<file path="src/rtl/chg_irq_pkg.sv">
package chg_irq_pkg;

  localparam logic [7:0] OFF_CLR  = 8'h01;
  localparam logic [7:0] OFF_STAT = 8'h02;
  localparam logic [7:0] OFF_CTRL = 8'h03;
  localparam logic [7:0] OFF_LIVE = 8'h40;
  localparam logic [7:0] OFF_RISE = 8'h42;
  localparam logic [7:0] OFF_FALL = 8'h43;
  localparam int unsigned BANK_STRIDE = 16;

  localparam int CLR_OVF_BIT  = 2;
  localparam int CLR_EDGE_BIT = 3;

  // bit 0 is edge_ie, bit 4 is fall_on
  typedef struct packed {
    logic fall_on;
    logic rise_on;
    logic master;
    logic ovf_ie;
    logic edge_ie;
  } ctrl_t;

  function automatic logic [7:0] bank_addr(logic [7:0] base, int unsigned n);
    return base + 8'(n * BANK_STRIDE);
  endfunction

  function automatic logic irq_of(logic master, logic edge_ie, logic ovf_ie,
                                  logic edge_f, logic ovf_f);
    return master & ((edge_f & edge_ie) | (ovf_f & ovf_ie));
  endfunction

endpackage

</file>
<file path="src/rtl/chg_irq_sync.sv">
module chg_irq_sync #(
  parameter int W = 32
) (
  input  logic         clk,
  input  logic         rst_n,
  input  logic [W-1:0] din,
  output logic [W-1:0] cur,
  output logic [W-1:0] prev
);

  for (genvar i = 0; i < W; i++) begin : g_line
    logic s1, s2, pv;
    always_ff @(posedge clk or negedge rst_n) begin
      if (!rst_n) begin
        s1 <= 1'b0;
        s2 <= 1'b0;
        pv <= 1'b0;
      end else begin
        s1 <= din[i];
        s2 <= s1;
        pv <= s2;
      end
    end
    assign cur[i]  = s2;
    assign prev[i] = pv;
  end

endmodule

</file>
<file path="src/rtl/chg_irq_detect.sv">
module chg_irq_detect #(
  parameter int W = 32
) (
  input  logic [W-1:0] cur,
  input  logic [W-1:0] prev,
  input  logic [W-1:0] rise_en,
  input  logic [W-1:0] fall_en,
  input  logic         rise_on,
  input  logic         fall_on,
  output logic         evt
);

  function automatic logic [W-1:0] armed_rise(logic [W-1:0] c, logic [W-1:0] p,
                                              logic [W-1:0] en, logic on);
    return c & ~p & en & {W{on}};
  endfunction

  function automatic logic [W-1:0] armed_fall(logic [W-1:0] c, logic [W-1:0] p,
                                              logic [W-1:0] en, logic on);
    return ~c & p & en & {W{on}};
  endfunction

  logic [W-1:0] hit_vec;

  always_comb begin
    hit_vec = armed_rise(cur, prev, rise_en, rise_on)
            | armed_fall(cur, prev, fall_en, fall_on);
    evt = |hit_vec;
  end

endmodule

</file>
<file path="src/rtl/chg_irq_status.sv">
module chg_irq_status
  import chg_irq_pkg::*;
(
  input  logic clk,
  input  logic rst_n,
  input  logic evt,
  input  logic clr_edge,
  input  logic clr_ovf,
  input  logic master,
  input  logic edge_ie,
  input  logic ovf_ie,
  output logic edge_q,
  output logic ovf_q,
  output logic irq
);

  logic edge_d, ovf_d, ovf_set;

  always_comb begin
    ovf_set = evt & edge_q & ~clr_edge;
    edge_d  = evt | (edge_q & ~clr_edge);
    ovf_d   = ovf_set | (ovf_q & ~clr_ovf);
  end

  always_ff @(posedge clk or negedge rst_n) begin
    if (!rst_n) begin
      edge_q <= 1'b0;
      ovf_q  <= 1'b0;
    end else begin
      edge_q <= edge_d;
      ovf_q  <= ovf_d;
    end
  end

  assign irq = irq_of(master, edge_ie, ovf_ie, edge_q, ovf_q);

endmodule

</file>
<file path="src/rtl/chg_irq_regs.sv">
module chg_irq_regs
  import chg_irq_pkg::*;
#(
  parameter int NBANK  = 4,
  parameter int DATA_W = 8,
  parameter int ADDR_W = 8
) (
  input  logic                    clk,
  input  logic                    rst_n,
  input  logic [ADDR_W-1:0]       addr,
  input  logic                    wr,
  input  logic [DATA_W-1:0]       wdata,
  input  logic [NBANK*DATA_W-1:0] live,
  input  logic                    edge_f,
  input  logic                    ovf_f,
  input  logic                    irq,
  output logic [DATA_W-1:0]       rdata,
  output ctrl_t                   ctrl,
  output logic [NBANK*DATA_W-1:0] rise_en,
  output logic [NBANK*DATA_W-1:0] fall_en,
  output logic                    clr_edge,
  output logic                    clr_ovf
);

  localparam int CTRL_W = $bits(ctrl_t);

  logic [NBANK-1:0][DATA_W-1:0] rise_q, fall_q;
  logic [NBANK-1:0]             hit_live, hit_rise, hit_fall;
  logic                         hit_clr, hit_stat, hit_ctrl;
  ctrl_t                        ctrl_q;

  assign hit_clr  = (addr == ADDR_W'(OFF_CLR));
  assign hit_stat = (addr == ADDR_W'(OFF_STAT));
  assign hit_ctrl = (addr == ADDR_W'(OFF_CTRL));

  for (genvar n = 0; n < NBANK; n++) begin : g_bank
    assign hit_live[n] = (addr == ADDR_W'(bank_addr(OFF_LIVE, n)));
    assign hit_rise[n] = (addr == ADDR_W'(bank_addr(OFF_RISE, n)));
    assign hit_fall[n] = (addr == ADDR_W'(bank_addr(OFF_FALL, n)));

    always_ff @(posedge clk or negedge rst_n) begin
      if (!rst_n) begin
        rise_q[n] <= '0;
        fall_q[n] <= '0;
      end else if (wr) begin
        if (hit_rise[n]) rise_q[n] <= wdata;
        if (hit_fall[n]) fall_q[n] <= wdata;
      end
    end
  end

  always_ff @(posedge clk or negedge rst_n) begin
    if (!rst_n)                ctrl_q <= '0;
    else if (wr && hit_ctrl)   ctrl_q <= ctrl_t'(wdata[CTRL_W-1:0]);
  end

  assign clr_edge = wr & hit_clr & wdata[CLR_EDGE_BIT];
  assign clr_ovf  = wr & hit_clr & wdata[CLR_OVF_BIT];

  always_comb begin
    rdata = '0;
    if (hit_stat) rdata = {{(DATA_W-3){1'b0}}, irq, ovf_f, edge_f};
    if (hit_ctrl) rdata = DATA_W'(ctrl_q);
    for (int n = 0; n < NBANK; n++) begin
      if (hit_live[n]) rdata = live[n*DATA_W +: DATA_W];
      if (hit_rise[n]) rdata = rise_q[n];
      if (hit_fall[n]) rdata = fall_q[n];
    end
  end

  assign ctrl    = ctrl_q;
  assign rise_en = rise_q;
  assign fall_en = fall_q;

endmodule

</file>
<file path="src/rtl/chg_irq_ctrl.sv">
module chg_irq_ctrl
  import chg_irq_pkg::*;
#(
  parameter int NBANK  = 4,
  parameter int DATA_W = 8,
  parameter int ADDR_W = 8
) (
  input  logic                    clk,
  input  logic                    rst_n,
  input  logic [NBANK*DATA_W-1:0] line_in,
  input  logic [ADDR_W-1:0]       bus_addr,
  input  logic                    bus_wr,
  input  logic [DATA_W-1:0]       bus_wdata,
  output logic [DATA_W-1:0]       bus_rdata,
  output logic                    irq
);

  localparam int LINES = NBANK * DATA_W;

  logic [LINES-1:0] cur, prev, rise_en, fall_en;
  ctrl_t            ctrl_q;
  logic             det_evt, edge_q, ovf_q, irq_w, clr_edge, clr_ovf;

  chg_irq_sync #(.W(LINES)) u_sync (
    .clk  (clk),
    .rst_n(rst_n),
    .din  (line_in),
    .cur  (cur),
    .prev (prev)
  );

  chg_irq_detect #(.W(LINES)) u_detect (
    .cur    (cur),
    .prev   (prev),
    .rise_en(rise_en),
    .fall_en(fall_en),
    .rise_on(ctrl_q.rise_on),
    .fall_on(ctrl_q.fall_on),
    .evt    (det_evt)
  );

  chg_irq_status u_status (
    .clk     (clk),
    .rst_n   (rst_n),
    .evt     (det_evt),
    .clr_edge(clr_edge),
    .clr_ovf (clr_ovf),
    .master  (ctrl_q.master),
    .edge_ie (ctrl_q.edge_ie),
    .ovf_ie  (ctrl_q.ovf_ie),
    .edge_q  (edge_q),
    .ovf_q   (ovf_q),
    .irq     (irq_w)
  );

  chg_irq_regs #(.NBANK(NBANK), .DATA_W(DATA_W), .ADDR_W(ADDR_W)) u_regs (
    .clk     (clk),
    .rst_n   (rst_n),
    .addr    (bus_addr),
    .wr      (bus_wr),
    .wdata   (bus_wdata),
    .live    (cur),
    .edge_f  (edge_q),
    .ovf_f   (ovf_q),
    .irq     (irq_w),
    .rdata   (bus_rdata),
    .ctrl    (ctrl_q),
    .rise_en (rise_en),
    .fall_en (fall_en),
    .clr_edge(clr_edge),
    .clr_ovf (clr_ovf)
  );

  assign irq = irq_w;

endmodule

</file>
<file path="config.mk">
export PLATFORM = sky130hd
export DESIGN_NAME = chg_irq_ctrl
export DESIGN_NICKNAME = d
export VERILOG_FILES = /design/src/rtl/chg_irq_pkg.sv /design/src/rtl/chg_irq_sync.sv /design/src/rtl/chg_irq_detect.sv /design/src/rtl/chg_irq_status.sv /design/src/rtl/chg_irq_regs.sv /design/src/rtl/chg_irq_ctrl.sv
export SDC_FILE = /design/constraint.sdc
export NUM_CORES = 1
export LEC_CHECK = 0
export BUFFER_PORTS_ARGS = -buffer_cell sky130_fd_sc_hd__buf_2
export CELL_PAD_IN_SITES_DETAIL_PLACEMENT = 0
export CELL_PAD_IN_SITES_GLOBAL_PLACEMENT = 1
export CORE_AREA = 2 2 119 121
export DETAILED_ROUTE_END_ITERATION = 16
export DIE_AREA = 0 0 121 123
export PLACE_DENSITY = 0.93
export SYNTH_ARGS = -nofsm -noshare
export SYNTH_HDL_FRONTEND = slang
export SYNTH_SLANG_ARGS = --single-unit
</file>
<file path="constraint.sdc">
create_clock -name clk -period 5.45 [get_ports clk]
set_input_delay 1.09 -clock clk [delete_from_list [all_inputs] [get_ports clk]]
set_output_delay 1.09 -clock clk [all_outputs]
set_load 0.02 [all_outputs]
</file>
; Yosys cells after proc, flatten, opt, wreduce, memory -nomap -nowiden
; Cells that the tools add are included.
[classes]
n_eq_ne = 15
n_mux = 14
bitwise_logic = 24
n_reduce_logical = 10
[op_table]
columns = operator, count
row1 = bitwise AND 32 bit, 6
row2 = "equality test 8 x 7 -> 1 bit, second input constant", 12
row3 = two-way mux 8 bit, 12
row4 = NOT 32 bit, 2
row5 = OR 32 bit, 1
row6 = OR reduction 32 bit, 1
row7 = "equality test 8 x 2 -> 1 bit, second input constant", 2
row8 = AND reduction 2 bit, 8
row9 = bitwise AND 1 bit, 10
row10 = "equality test 8 x 1 -> 1 bit, second input constant", 1
row11 = two-way mux 5 bit, 1
row12 = two-way mux 3 bit, 1
row13 = OR 1 bit, 3
row14 = NOT 1 bit, 2
row15 = logical AND 1 bit, 1
[totals]
regBits = 167
input_bits = 51
output_inout_bits = 9
word_cells = 174

; Logic depth before layout (Yosys ltp)
[logic_depth]
depth_word = 17
depth_mapped = 9
ltp_nobuf = 7

; Modules after synthesis
; A second synthesis with hierarchy kept.
[hier_totals]
cells_unflattened = 655
area_unflattened_um2 = 7490.9
[modules_own_cells]
columns = module, instances, cells_each, area_per_inst_um2, seq_area_each_um2
row1 = chg_irq_regs, 1, 380, 3925.0, 1726.7
row2 = chg_irq_sync, 1, 160, 2882.8, 2402.3
row3 = chg_irq_detect, 1, 107, 593.1, 0.0
row4 = chg_irq_status, 1, 8, 90.1, 50.0

; Worst setup path before layout
; No wires, ideal clock.
[synth_timing]
kind = input to output
startpoint = input bus_addr[1]
endpoint = output bus_rdata[0]
arrival_ns = 2.564
t_required_ns = 4.360
path_slack_ns = 1.796
stages = 7
path_buffers = 2
path_cell_list = buf_2 > nor4_1 > buf_2 > nand2_1 > a32oi_1 > nor3_1 > o21ai_0
[synth_between]
elab_chain_cells = 15
elab_cells_between_ends = 28
cone_classes = 14 x eq/ne / 14 x mux
[synth_rtl]
columns = item, line_no
row1 = "start, declared", chg_irq_ctrl.sv:11  ; input logic [ADDR_W-1:0] bus_addr,
row2 = equality test 8 x 2 -> 1 bit, chg_irq_regs.sv:33  ; assign hit_stat = (addr == ADDR_W'(OFF_STAT));
row3 = two-way mux 3 bit, chg_irq_regs.sv:62  ; if (hit_stat) rdata = {{(DATA_W-3){1'b0}}, irq, ovf_f, edge_f};
row4 = two-way mux 5 bit, chg_irq_regs.sv:63  ; if (hit_ctrl) rdata = DATA_W'(ctrl_q);
row5 = two-way mux 8 bit, chg_irq_regs.sv:65  ; if (hit_live[n]) rdata = live[n*DATA_W +: DATA_W];
row6 = two-way mux 8 bit, chg_irq_regs.sv:66  ; if (hit_rise[n]) rdata = rise_q[n];
row7 = two-way mux 8 bit, chg_irq_regs.sv:67  ; if (hit_fall[n]) rdata = fall_q[n];
row8 = two-way mux 8 bit, chg_irq_regs.sv:65
row9 = two-way mux 8 bit, chg_irq_regs.sv:66
row10 = two-way mux 8 bit, chg_irq_regs.sv:67
row11 = two-way mux 8 bit, chg_irq_regs.sv:65
row12 = two-way mux 8 bit, chg_irq_regs.sv:66
row13 = two-way mux 8 bit, chg_irq_regs.sv:67
row14 = two-way mux 8 bit, chg_irq_regs.sv:65
row15 = two-way mux 8 bit, chg_irq_regs.sv:66
row16 = two-way mux 8 bit (*), chg_irq_regs.sv:67
row17 = "end, declared", chg_irq_ctrl.sv:14  ; output logic [DATA_W-1:0] bus_rdata,
; Every way passes the cells marked *; elsewhere a longest branch is shown, timed or not.

; Final worst setup path
[layout_timing]
startpoint = input bus_addr[1]
endpoint = output bus_rdata[4]
[layout_between]
elab_chain_cells = 14
elab_cells_between_ends = 26
cone_classes = 13 x eq/ne / 13 x mux
[layout_rtl]
columns = item, line_no
row1 = equality test 8 x 2 -> 1 bit, chg_irq_regs.sv:34  ; assign hit_ctrl = (addr == ADDR_W'(OFF_CTRL));
row2 = two-way mux 5 bit, chg_irq_regs.sv:63
row3 = two-way mux 8 bit, chg_irq_regs.sv:65
row4 = two-way mux 8 bit, chg_irq_regs.sv:66
row5 = two-way mux 8 bit, chg_irq_regs.sv:67
row6 = two-way mux 8 bit, chg_irq_regs.sv:65
row7 = two-way mux 8 bit, chg_irq_regs.sv:66
row8 = two-way mux 8 bit, chg_irq_regs.sv:67
row9 = two-way mux 8 bit, chg_irq_regs.sv:65
row10 = two-way mux 8 bit, chg_irq_regs.sv:66
row11 = two-way mux 8 bit, chg_irq_regs.sv:67
row12 = two-way mux 8 bit, chg_irq_regs.sv:65
row13 = two-way mux 8 bit, chg_irq_regs.sv:66
row14 = two-way mux 8 bit (*), chg_irq_regs.sv:67
; Marks and branches as above.

==> impl_metrics.toml <==
[run_status]
status = "completed"

[clock_tree]
htree_num_levels = 4
cts_buffer_depth = 2
worstSkewPairLatency_ps = 430
cts-root-buf = "clkbuf_16"
cts_setup_buffers = 0
cts_resized = 0
cts_tree = "yes"
numClockSinks = 167
cts.hold.buffers_added = 0
cts.clk_slew.worst_paths_ps = 60
cts_buffers = 17

[yosys]
yosysWarnings = 0
avgSynthCellArea_sq_um = 11.7
ys_types = 46
synthMostInstantiatedCell = "dfrtp_1"
synth.largest_area_cell = "dfrtp_1"
synth_top_family_by_area = "simple AND/OR/NAND/NOR gates"
synthArstFlopShare_pct = 100
syn_nets = 635
synth_compound_area_share_pct = 10.8
yosysSeqAreaShare_pct = 60.9
synth-simple-area-share_pct = 13.6
synth-xor-area-share_pct = 0
muxShareOfSynthArea_pct = 13.0
syn_inst = 584
ys_ff_latch = 167
synth_edf_count = 0
syn_area_sq_mm = 0.00686
synth-main-ff-cell = "dfrtp_1"
synth_fa_ha_area_share_pct = 0
synth_top_area_share_pct = 60.9
synth_area_leaders = "dfrtp_1, mux2_2, nand2_1"
synth_commonest_cells = "dfrtp_1, nand2_1, mux2_2"

[timing]
fin_crit_ps = 4700
relSlewSlack_pct = 33.1
setup_viol = 0
fin_setup_tns_ps = 0
fin_ws_ps = 752
finalClockSkew_ps = 7.11
worstMarginPinSlew_ps = 1000
fin_crit_sh_pct = 86.2
rsz0062_at_grt = "false"
slew_viol_final = 0
max_clock_freq_mhz = 213
hold_viol = 0
whs_ps = 348

[global_routing]
grt_pass1_wl_mm = 29.7
met2_usage_pct = 41.5
gr-total-overflow = 0
met1_usage_pct = 37.1
met3_usage_pct = 6.78
gr-max-usage-layer = "met2"
grt_usage_pct = 27.5
grt_max_degree = 96
antenna_found_initial = 0
grt_pass1_vias = 5199

[routing]
drtAntennaViolNets = 0
viasPerCell = 6.06
drcViolationCount = 0
vias = 5094
wl_per_cell_um = 22.8
dr.pass1.iters = 5
routed_wl_mm = 19.1
drt_iter0_markers = 559

[worst_setup_path]
critPathMaxFanout = 37
reg2reg_depth = 6
crit_type = "input port to output port"
crit_required_ps = 4360
worst_setup_path_start_kind = "input port"
worstPathArrival_ps = 3610
worstSetupEndpointType = "output port"

[layout]
drive_gt1_share_pct = 27.7
antenna_cells = 0
area_delta_synth_final_pct = 16.0
final_nets = 698
final_area_sq_mm = 0.00796

[power_and_ir_drop]
switching_share_pct = 24.1
powerDensity_mw_per_mm2 = 357
peakVddDrop_mv = 0.358
switchingPower_w = 0.000686
power_frac_comb_pct = 6.3
p_int_w = 0.00216
leakage_nw = 3.60
power.share.clock_pct = 45.8
seq_power_share_pct = 47.9

[floorplanning]
core-area_sq_mm = 0.0136
dieWidth_um = 121
die-area_sq_mm = 0.0149
die_y_um = 123
placement_rows = 43
ios = 60
start_util_pct = 50.4

[placed_design]
post-place-ws_ps = 776
placed_cell_area_sq_mm = 0.00732
numPortBuffers = 59
dp_hpwl_mm = 13.5
gp_congestion = 0.904

[hold_path]
hold_depth = 0
hold_class = "flip-flop to flip-flop"

[flow_run]
maxCapViolations = 0
## worst max-delay path, stage by stage
cell and delay, ps:
buf_2 340, nor2_1 870, nand2_1 400, o21ai_0 170, a21oi_1 100, a211o_1 250, a21oi_1 180, buf_2 200
## power groups by stage
stage / Clock, W / Sequential (W) / Combinational, W
floorplan: 0 / 0.00136 / 0.0000980
global placement: 0 / 0.00138 / 0.000174
detailed placement: 0 / 0.00138 / 0.000179
CTS: 0.00132 / 0.00136 / 0.000181
global route: 0.00138 / 0.00137 / 0.000198
finish: 0.00130 / 0.00136 / 0.000180
## logic make-up (layout without fill, tap and decap cells)
logic type	count (synthesis)	count (layout)
compound gates	123	123
buf+inv	23	99
flops	167	167
mux	80	80
simple gates	191	191
## path summary, 6_finish.rpt
path	start	endpoint	slack (ps)
min	u_sync.g_line[27].s1	u_sync.g_line[27].s2	350
min in group asynchronous	rst_n	u_sync.g_line[9].s2	750
max in group asynchronous	rst_n	u_sync.g_line[6].pv	3630
max	bus_addr[1]	bus_rdata[4]	750
min reg2reg	u_sync.g_line[27].s1	u_sync.g_line[27].s2	350
max reg2reg	u_regs.fall_en[0]	u_status.edge_q	3450
## sequential cells by signal, indices dropped and copies added (netlist names)
name and cells:
u_regs.ctrl 5, u_regs.fall_en 32, u_regs.rise_en 32, u_status.edge_q 1, u_status.ovf_q 1, u_sync.g_line.pv 32, u_sync.g_line.s1 32, u_sync.g_line.s2 32
## stage by stage
stage | total power, W | instances | util [%]
final | 0.00284 | 840 | 58.5
after floorplan | 0.00146 | 584 | -
after CTS | 0.00286 | 840 | 58.5
after detailed placement | 0.00156 | 808 | 53.7
after global placement | 0.00155 | 808 | 53.7
after global routing | 0.00294 | 840 | 58.5
## cell usage in the layout (no fill, tap or decap), types with 3 or more instances in the layout
master,count
a221oi_1,4
dfrtp_1,167
o22ai_1,42
bufinv_16,4
nor2_1,37
o21ai_0,39
and3_1,3
mux2i_1,8
a31oi_1,4
nand3_1,11
nand2b_1,4
clkbuf_16,17
o211ai_1,3
inv_1,4
nor4_1,5
nor3_1,7
mux2_2,71
buf_4,4
a21oi_1,18
nand2_1,95
a22oi_1,3
nand2_2,9
buf_2,58
inv_6,5
## cell type report
cell class	instances	area (sq um)
Fill cell	1131	5660
Sequential cell	167	4180
Multi-Input combinational cell	394	2560
Clock buffer	18	429
Timing Repair Buffer	63	332
Tap cell	180	225
Clock inverter	14	211
Inverter	4	15.0
## metal layers
metal,vias to the layer above,wire [um]
met3,52,1390
met2,238,8870
met5,-,0
met1,2575,8110
li1,2229,-
met4,0,780
(Power assumes the default switching activity.)
